**config.mk**
```make
export PLATFORM = sky130hd
export DESIGN_NAME = xip_cmd_tracker
export DESIGN_NICKNAME = d
export VERILOG_FILES = /design/src/rtl/xip_trk_pkg.sv /design/src/rtl/xip_cmd_class.sv /design/src/rtl/xip_mode_eval.sv /design/src/rtl/xip_addr_count.sv /design/src/rtl/xip_cmd_tracker.sv
export SDC_FILE = /design/constraint.sdc
export NUM_CORES = 1
export LEC_CHECK = 0
export BUFFER_PORTS_ARGS = -buffer_cell sky130_fd_sc_hd__buf_2
export CAP_MARGIN = 5
export CORE_ASPECT_RATIO = 0.8
export CORE_MARGIN = 2
export CORE_UTILIZATION = 50
export CTS_CLUSTER_DIAMETER = 80
export DETAILED_ROUTE_END_ITERATION = 12
export PLACE_DENSITY = 0.75
export SETUP_SLACK_MARGIN = 0.2
export SYNTH_ARGS = -nofsm -noshare
export SYNTH_HDL_FRONTEND = slang
export SYNTH_SLANG_ARGS = --single-unit
```
**constraint.sdc**
```tcl
create_clock -name clk -period 6 [get_ports clk]
set_clock_uncertainty 0.1 [all_clocks]
set_input_delay 1.2 -clock clk [delete_from_list [all_inputs] [get_ports clk]]
set_output_delay 1.2 -clock clk [all_outputs]
set_load 0.03 [all_outputs]
```
**src/rtl/xip_trk_pkg.sv**
```systemverilog
package xip_trk_pkg;

    localparam int unsigned OPC_W     = 8;
    localparam int unsigned N_XIP     = 4;
    localparam int unsigned MODE_FLD  = 4;     // LSB of the two-bit continue field
    localparam logic [1:0]  MODE_KEEP = 2'b10;

    localparam logic [1:0] LN_SINGLE = 2'd0;
    localparam logic [1:0] LN_DUAL   = 2'd1;
    localparam logic [1:0] LN_QUAD   = 2'd2;

    // continuable read opcodes and their lane widths, entry i at [i*W +: W]
    localparam logic [N_XIP*OPC_W-1:0] XIP_OPC_TBL = {8'hE3, 8'hE7, 8'hEB, 8'hBB};
    localparam logic [N_XIP*2-1:0]     XIP_LN_TBL  = {LN_QUAD, LN_QUAD, LN_QUAD, LN_DUAL};

    typedef enum logic [2:0] {
        PH_IDLE  = 3'd0,
        PH_OPC   = 3'd1,
        PH_ADDR  = 3'd2,
        PH_MODE  = 3'd3,
        PH_DATA  = 3'd4,
        PH_OTHER = 3'd5,
        PH_ABORT = 3'd6
    } phase_e;

endpackage

```
**src/rtl/xip_cmd_class.sv**
```systemverilog
module xip_cmd_class
    import xip_trk_pkg::*;
(
    input  logic [OPC_W-1:0] opc,
    output logic             capable,
    output logic [1:0]       lanes
);

    logic [N_XIP-1:0] hit;

    generate
        for (genvar i = 0; i < N_XIP; i++) begin : g_match
            assign hit[i] = (opc == XIP_OPC_TBL[i*OPC_W +: OPC_W]);
        end
    endgenerate

    always_comb begin
        capable = |hit;
        lanes   = LN_SINGLE;
        for (int i = 0; i < N_XIP; i++) begin
            if (hit[i]) lanes = XIP_LN_TBL[i*2 +: 2];
        end
    end

endmodule

```
**src/rtl/xip_mode_eval.sv**
```systemverilog
module xip_mode_eval
    import xip_trk_pkg::*;
(
    input  logic [1:0] fld,
    output logic       keep
);

    always_comb keep = (fld == MODE_KEEP);

endmodule

```
**src/rtl/xip_addr_count.sv**
```systemverilog
module xip_addr_count #(
    parameter int unsigned N_BYTES = 3
) (
    input  logic clk,
    input  logic rst_n,
    input  logic clr,
    input  logic inc,
    output logic last
);

    localparam int unsigned CW = (N_BYTES > 1) ? $clog2(N_BYTES + 1) : 1;

    logic [CW-1:0] cnt_q, cnt_d, base;

    always_comb begin
        base  = clr ? '0 : cnt_q;
        last  = (base == CW'(N_BYTES - 1));
        cnt_d = inc ? base + 1'b1 : base;
    end

    always_ff @(posedge clk or negedge rst_n) begin
        if (!rst_n) cnt_q <= '0;
        else        cnt_q <= cnt_d;
    end

endmodule

```
**src/rtl/xip_cmd_tracker.sv**
```systemverilog
module xip_cmd_tracker
    import xip_trk_pkg::*;
#(
    parameter int unsigned ADDR_BYTES = 3
) (
    input  logic             clk,
    input  logic             rst_n,
    input  logic             cs_n,
    input  logic             byte_vld,
    input  logic [OPC_W-1:0] byte_data,
    input  logic [1:0]       byte_lanes,
    output logic [OPC_W-1:0] cmd,
    output logic             cmd_valid,
    output logic             addr_phase,
    output logic [1:0]       phase_lanes,
    output logic             xip_active,
    output logic [OPC_W-1:0] xip_cmd
);

    typedef struct packed {
        phase_e           phase;
        logic [OPC_W-1:0] cmd;
        logic             cmd_valid;
        logic             mode_done;
        logic             mode_hit;
        logic             xip;
        logic [OPC_W-1:0] xip_cmd;
    } trk_t;

    trk_t st_q, st_d;

    phase_e           ph_eff;
    logic [OPC_W-1:0] cmd_eff;
    logic             valid_eff;
    logic             opc_capable, cmd_capable, keep;
    logic [1:0]       opc_lanes, cmd_lanes, need_lanes;
    logic             cnt_clr, cnt_inc, addr_last;

    // A transaction starting in continuous mode enters the address phase at once
    always_comb begin
        if (st_q.phase == PH_IDLE) begin
            ph_eff    = st_q.xip ? PH_ADDR : PH_OPC;
            cmd_eff   = st_q.xip ? st_q.xip_cmd : st_q.cmd;
            valid_eff = st_q.xip;
        end else begin
            ph_eff    = st_q.phase;
            cmd_eff   = st_q.cmd;
            valid_eff = st_q.cmd_valid;
        end
    end

    xip_cmd_class u_opc_class (
        .opc     (byte_data),
        .capable (opc_capable),
        .lanes   (opc_lanes)
    );

    xip_cmd_class u_cur_class (
        .opc     (cmd_eff),
        .capable (cmd_capable),
        .lanes   (cmd_lanes)
    );

    xip_mode_eval u_mode (
        .fld  (byte_data[MODE_FLD +: 2]),
        .keep (keep)
    );

    always_comb begin
        unique case (ph_eff)
            PH_ADDR, PH_MODE, PH_DATA: need_lanes = cmd_capable ? cmd_lanes : LN_SINGLE;
            default:                   need_lanes = LN_SINGLE;
        endcase
    end

    assign cnt_clr = (st_q.phase == PH_IDLE);
    assign cnt_inc = !cs_n && byte_vld && (ph_eff == PH_ADDR) && (byte_lanes == need_lanes);

    xip_addr_count #(.N_BYTES(ADDR_BYTES)) u_acnt (
        .clk   (clk),
        .rst_n (rst_n),
        .clr   (cnt_clr),
        .inc   (cnt_inc),
        .last  (addr_last)
    );

    always_comb begin
        st_d = st_q;
        if (cs_n) begin
            st_d.phase     = PH_IDLE;
            st_d.cmd_valid = 1'b0;
            st_d.mode_done = 1'b0;
            st_d.mode_hit  = 1'b0;
            if (st_q.mode_done) begin
                st_d.xip = st_q.mode_hit;
                if (st_q.mode_hit) st_d.xip_cmd = st_q.cmd;
            end
        end else begin
            st_d.phase     = ph_eff;
            st_d.cmd       = cmd_eff;
            st_d.cmd_valid = valid_eff;
            if (byte_vld) begin
                unique case (ph_eff)
                    PH_OPC: begin
                        if (byte_lanes != LN_SINGLE) begin
                            st_d.phase     = PH_ABORT;
                            st_d.cmd_valid = 1'b0;
                        end else begin
                            st_d.cmd       = byte_data;
                            st_d.cmd_valid = 1'b1;
                            st_d.phase     = opc_capable ? PH_ADDR : PH_OTHER;
                        end
                    end
                    PH_ADDR: begin
                        if (byte_lanes != need_lanes) begin
                            st_d.phase     = PH_ABORT;
                            st_d.cmd_valid = 1'b0;
                        end else if (addr_last) begin
                            st_d.phase = PH_MODE;
                        end
                    end
                    PH_MODE: begin
                        if (byte_lanes != need_lanes) begin
                            st_d.phase     = PH_ABORT;
                            st_d.cmd_valid = 1'b0;
                        end else begin
                            st_d.mode_done = 1'b1;
                            st_d.mode_hit  = keep;
                            st_d.phase     = PH_DATA;
                        end
                    end
                    default: ;
                endcase
            end
        end
    end

    always_ff @(posedge clk or negedge rst_n) begin
        if (!rst_n) begin
            st_q <= '{phase: PH_IDLE, cmd: '0, cmd_valid: 1'b0, mode_done: 1'b0,
                      mode_hit: 1'b0, xip: 1'b0, xip_cmd: '0};
        end else begin
            st_q <= st_d;
        end
    end

    assign cmd         = st_q.cmd;
    assign cmd_valid   = st_q.cmd_valid;
    assign addr_phase  = (st_q.phase == PH_ADDR);
    assign xip_active  = st_q.xip;
    assign xip_cmd     = st_q.xip_cmd;
    assign phase_lanes = (st_q.phase == PH_IDLE) ? LN_SINGLE : need_lanes;

endmodule

```
======== Word-level counts from Yosys, hierarchy flattened ========
Cells that the tools add are included.
Widths: inputs -> output; s select.
operators by class
  add/sub/neg operators ................... 1
  eq/ne operators ......................... 18
  muxes and demuxes ....................... 30
  reductions and logical operators ........ 15
operators with widths
  cell                 count
  $eq 8x8->1 const B   8
  $mux 8               4
  $mux 2               12
  $mux 3               7
  $mux 14              1
  $eq 3x2->1 const B   3
  $pmux 3 s3           1
  $reduce_or 4->1      2
  $reduce_and 3->1     2
  $reduce_bool 2->1    3
  $eq 2x2->1 const B   2
  $mux 1               4
  $eq 3x1->1 const B   1
  $eq 3x3->1 const B   1
  $logic_and 1x1->1    3
  $logic_not 3->1      1
  $reduce_or 3->1      1
  $add 2x1->2 const B  1
  $eq 2x2->1           1
  $ne 2x2->1           1
  $ne 2x2->1 const B   1
  $pmux 1 s2           1
  $reduce_and 2->1     1
  $reduce_or 2->1      1
  $logic_not 1->1      1
storage, ports and cells
  flip-flop bits (word level) ............. 25
  output and inout port bits .............. 21
  word-level logic and storage cells ...... 72

======== Logic depth before layout (Yosys ltp) ========
  depth in word-level cells ............... 14
  gate-level depth with buffers ........... 9
  depth with buffers taken out ............ 8

======== Modules after synthesis ========
Synthesis repeated with hierarchy kept, for this count alone.
second synthesis, totals
  cell total of the unflattened synthesis .. 160
  area total of the unflattened synthesis .. 1615.3 um^2
by module, submodules not included
  module           times used  cells an instance  area an instance (um^2)  seq. area each (um^2)
  xip_cmd_tracker  1           137                1405.1                   575.6
  xip_addr_count   1           8                  113.9                    50.0
  xip_cmd_class    2           7                  41.3                     0.0
  xip_mode_eval    1           1                  13.8                     0.0

======== Worst setup path after synthesis ========
OpenSTA, ideal clock, no wires.
  kind .................................... reg-to-output
  start ................................... register st_q, in the netlist xip_active
  end ..................................... output phase_lanes[1]
  data arrival time ....................... 2.140 ns
  required time ........................... 4.700 ns
  path slack .............................. 2.560 ns
  stages on the path, launching flop included .. 5
  cells stage by stage .................... dfrtp_1 > nor4b_2 > nand4_1 > a22o_1 > a211oi_1
between the ends
  longest elaborated chain between the ends .. 9
  elaborated cells on any way between the ends .. 19
  those cells by class .................... 7 x eq/ne; 10 x mux; 2 x reduce/logical
ends and longest elaborated chain
  what                    RTL line                text
  from (decl)             xip_cmd_tracker.sv:30   trk_t st_q, st_d;
  from (signal assigned)  xip_cmd_tracker.sv:140  st_q <= '{phase: PH_IDLE, cmd: '0, cmd_valid: 1'b0, mode_done: 1'b0,
  from (signal assigned)  xip_cmd_tracker.sv:143  st_q <= st_d;
  $mux 8                  xip_cmd_tracker.sv:43   cmd_eff = st_q.xip ? st_q.xip_cmd : st_q.cmd;
  $mux 8                  xip_cmd_tracker.sv:41   if (st_q.phase == PH_IDLE) begin
  $eq 8x8->1              xip_cmd_class.sv:13     assign hit[i] = (opc == XIP_OPC_TBL[i*OPC_W +: OPC_W]);
  $mux 2 (3 in series)    xip_cmd_class.sv:21     if (hit[i]) lanes = XIP_LN_TBL[i*2 +: 2];
  $mux 2                  xip_cmd_tracker.sv:71   PH_ADDR, PH_MODE, PH_DATA: need_lanes = cmd_capable ? cmd_lanes : LN_SINGLE;
  $mux 2 *                xip_cmd_tracker.sv:70   unique case (ph_eff)
  $mux 2 *                xip_cmd_tracker.sv:152  assign phase_lanes = (st_q.phase == PH_IDLE) ? LN_SINGLE : need_lanes;
  to (decl)               xip_cmd_tracker.sv:15   output logic [1:0] phase_lanes,
Mark *: on every way between the ends. The rest lies on a longest branch, timed or not.

======== Worst setup path in the final report ========
  start ................................... register st_q[21] (netlist bit)
  end ..................................... output phase_lanes[1]
between the ends
  longest elaborated chain between the ends .. 9
  elaborated cells on any way between the ends .. 18
  those cells by class .................... 7 x eq/ne; 8 x mux; 3 x reduce/logical
ends and longest elaborated chain
  what                  RTL line
  $logic_not 3->1       xip_cmd_tracker.sv:41, xip_cmd_tracker.sv:152
  $mux 8                xip_cmd_tracker.sv:41
  $eq 8x8->1            xip_cmd_class.sv:13
  $mux 2 (3 in series)  xip_cmd_class.sv:21
  $mux 2                xip_cmd_tracker.sv:71
  $mux 2                xip_cmd_tracker.sv:70
  $mux 2 *              xip_cmd_tracker.sv:152
Marks and branches as above.

==> results.toml <==
[outcome]
outcome = "completed"

[detailed_routing]
wirelength_met1_mm = 1.58
via_per_inst = 6.05
met2_length_mm = 1.78
drcViolationCount = 0
vias = 1318
first_iter_violations = 79
firstDrtPassIters = 4
wl_met3_um = 304
antenna_left = 0
wl_mm = 3.70
wire_per_inst_um = 17.0
highest_layer = "met4"

[hold_path]
hp-class = "reg2reg"
min_delay_path_depth = 2

[global_route]
grt_pass1_wl_mm = 5.91
grt_max_degree = 26
grt_pass1_vias = 1226
antenna_found_initial = 0
grt-ovfl-total = 0
grt.total_usage_pct = 22.3

[power_and_ir_drop]
swShare_pct = 36.6
p_comb_share_pct = 28.9
p_seq_share_pct = 48.9
p_leak_nw = 0.768
p_int_mw = 0.278
peakVddDrop_mv = 0.189
power_density_nw_per_um2 = 261
finalPower_mw = 0.439
total_switching_power_mw = 0.161
clkPwrFrac_pct = 22.2

[sta]
timing.setup.tns_ps = 0
setup_viol = 0
period_share_pct = 61.3
period_needed_ps = 3680
rsz0062_at_grt = "no"
max_clock_freq_ghz = 0.272
worst_pin_slew_ps = 633
slew_violations = 0
relSlewSlack_pct = 57.7
hold_violations = 0

[worst_setup_path]
end_kind = "output pin"
crit_type = "reg2out"
start_kind = "flop"
rr_worst_depth = 6
crit_required_ps = 4700
crit_path_max_incr_delay_ps = 650
crit_chain = "nor4b_2 -> nand4_1 -> a22o_1 -> a211oi_1 -> buf_2"
cp.arrival_ps = 2380
worst_path_max_delay_cell = "nor4b_2"
crit_fanout = 14

[synth]
post_synth.cell_area_avg_um2 = 9.67
synth_edf_count = 0
yosys-top-cells-area = "dfrtp_1 40%, buf_4 7.6%, mux2_2 5.0%, a21oi_1 4.8%, nand2_1 3.6%"
async_flop_share_pct = 100
syn_area_um2 = 1580
yosys_register_bits = 25
ys.flop_type = "dfrtp_1"
synth.distinct_cells = 46
syn-num-nets = 178
synth_top_cell_by_area = "dfrtp_1"
synth.top_cell.area_share_pct = 39.7
syn_inst = 163
yosysSeqAreaShare_pct = 39.7
synth_warnings = 0

[clocking]
clk_pin_slew_ps = 80
ctsLongestPathBuffers = 2
htree_levels = 1
ctsRootBufferMaster = "clkbuf_8"
cts_hold_buffers = 0
post_cts_buffers = 0
numCtsBuffers = 3
cts_tree = "done"
insertion_delay_ps = 270
clock_sinks = 25
post_cts_resized = 0

[layout]
final_nets = 194
multi_input_area_um2 = 771
seqCellArea_um2 = 626
diodes = 0
drive_above_1_share_pct = 30.3
n_fill_cell = 298
flow.area_growth_from_synthesis_pct = 6.59

[floorplan]
fp.dieH_um = 54.2
initial_core_util_pct = 51.9
io_pins = 35
core_area_um2 = 3040
die_w_um = 66.8
num_rows = 18
die_area_um2 = 3620

[placement]
io_buffers = 34
dpl.hpwl_mm = 2.77
gp_congestion = 0.907

[run]
max-cap-violations = 0
## cell usage after synthesis (2+ instances only)
cell type,number
dfrtp_1,25
mux2i_1,3
nor2b_1,3
mux2_2,7
o21ai_0,2
clkbuf_1,5
inv_1,5
o311a_1,2
nor3_1,3
a31oi_1,2
nand2b_1,2
nand3_1,4
nor4bb_1,2
nand4_1,3
buf_4,16
nor2_1,12
nand2_1,15
o22ai_1,9
a21oi_1,15
buf_6,2
## cell usage in the layout (no fill, tap or decap), types with 2 or more instances in the layout
master	n
nor4bb_1	2
o21ai_0	2
buf_2	34
clkbuf_8	3
mux2i_1	3
o22ai_1	9
inv_1	5
nor2b_1	3
a21oi_1	15
nand4_1	3
mux2_2	7
nor2_1	12
nor3_1	3
nand2b_1	2
a31oi_1	2
nand3_1	4
dfrtp_1	25
nand2_1	15
o311a_1	2
## stage by stage
step / cell area (um2) / hold WS, ps / instances / worst slack (ps) / utilization [%]
6_report: 1680 / 437 / 218 / 2320 / 55.3
5_1_grt: 1680 / 467 / 218 / 2180 / 55.3
4_1_cts: 1680 / 444 / 218 / 2300 / 55.3
3_5_place_dp: 1640 / 432 / 214 / 2610 / 53.8
3_3_place_gp: 1640 / 400 / 214 / 2720 / 53.8
2_1_floorplan: 1580 / 387 / 163 / 2560 / -
## area by class of cell
| type | instances | area share, % |
|---|---|---|
| clock buffer | 4 | 2.68 |
| inverter | 5 | 1.12 |
| multi-input combinational | 110 | 45.9 |
| sequential | 25 | 37.2 |
| tap | 40 | 2.98 |
| timing repair buffer | 34 | 10.1 |
## cells by family (layout without fill, tap and decap cells)
kind of cell | Yosys count | after routing | share of synthesized area (%)
flip-flops | 25 | 25 | 39.7
buffers and inverters | 28 | 43 | 11.4
AO/OA/AOI/OAI | 44 | 44 | 20.7
XOR/XNOR | 1 | 1 | 0.556
adder cells (fa/ha/maj) | 1 | 1 | 0.794
multiplexers | 11 | 11 | 8.33
AND/OR/NAND/NOR | 53 | 53 | 18.5
## per-layer routing
metal	GRT usage, %	vias up
met5	0	-
met3	4.94	2
met4	8.16	0
li1	-	614
met1	29.8	644
met2	36.3	58
## power groups by stage
| stage | logic [mW] | clock network (mW) | registers (mW) |
|---|---|---|---|
| floorplan | 0.118 | 0 | 0.207 |
| global placement | 0.123 | 0 | 0.216 |
| detailed placement | 0.126 | 0 | 0.217 |
| CTS | 0.127 | 0.102 | 0.214 |
| global route | 0.136 | 0.105 | 0.219 |
| finish | 0.127 | 0.0974 | 0.215 |
## state kept, by name (all words and copies together), names as in the netlist
signal        cells
st_q              5
cmd               8
u_acnt.cnt_q      2
cmd_valid         1
xip_active        1
xip_cmd           8
## path summary, 6_finish.rpt
check / start / endpoint / slack [ps]
setup / recovery: st_q[21]$_DFF_PN0_ / phase_lanes[1] / 2320
hold / removal: u_acnt.cnt_q[1]$_DFF_PN0_ / u_acnt.cnt_q[1]$_DFF_PN0_ / 440
setup reg to reg: st_q[21]$_DFF_PN0_ / st_q[9]$_DFFE_PN0P_ / 3350
hold reg to reg: u_acnt.cnt_q[1]$_DFF_PN0_ / u_acnt.cnt_q[1]$_DFF_PN0_ / 440
max in group asynchronous: rst_n / cmd[1]$_DFFE_PN0N_ / 4620
min in group asynchronous: rst_n / cmd[4]$_DFFE_PN0N_ / 810
## worst max-delay path: cells and delay by family (launching register included)
kind	cells	cell delay, ps
flops	1	540
buf+inv	1	240
simple gates	2	810
compound gates	2	530
Note: power is estimated with default switching activity, not from simulation.
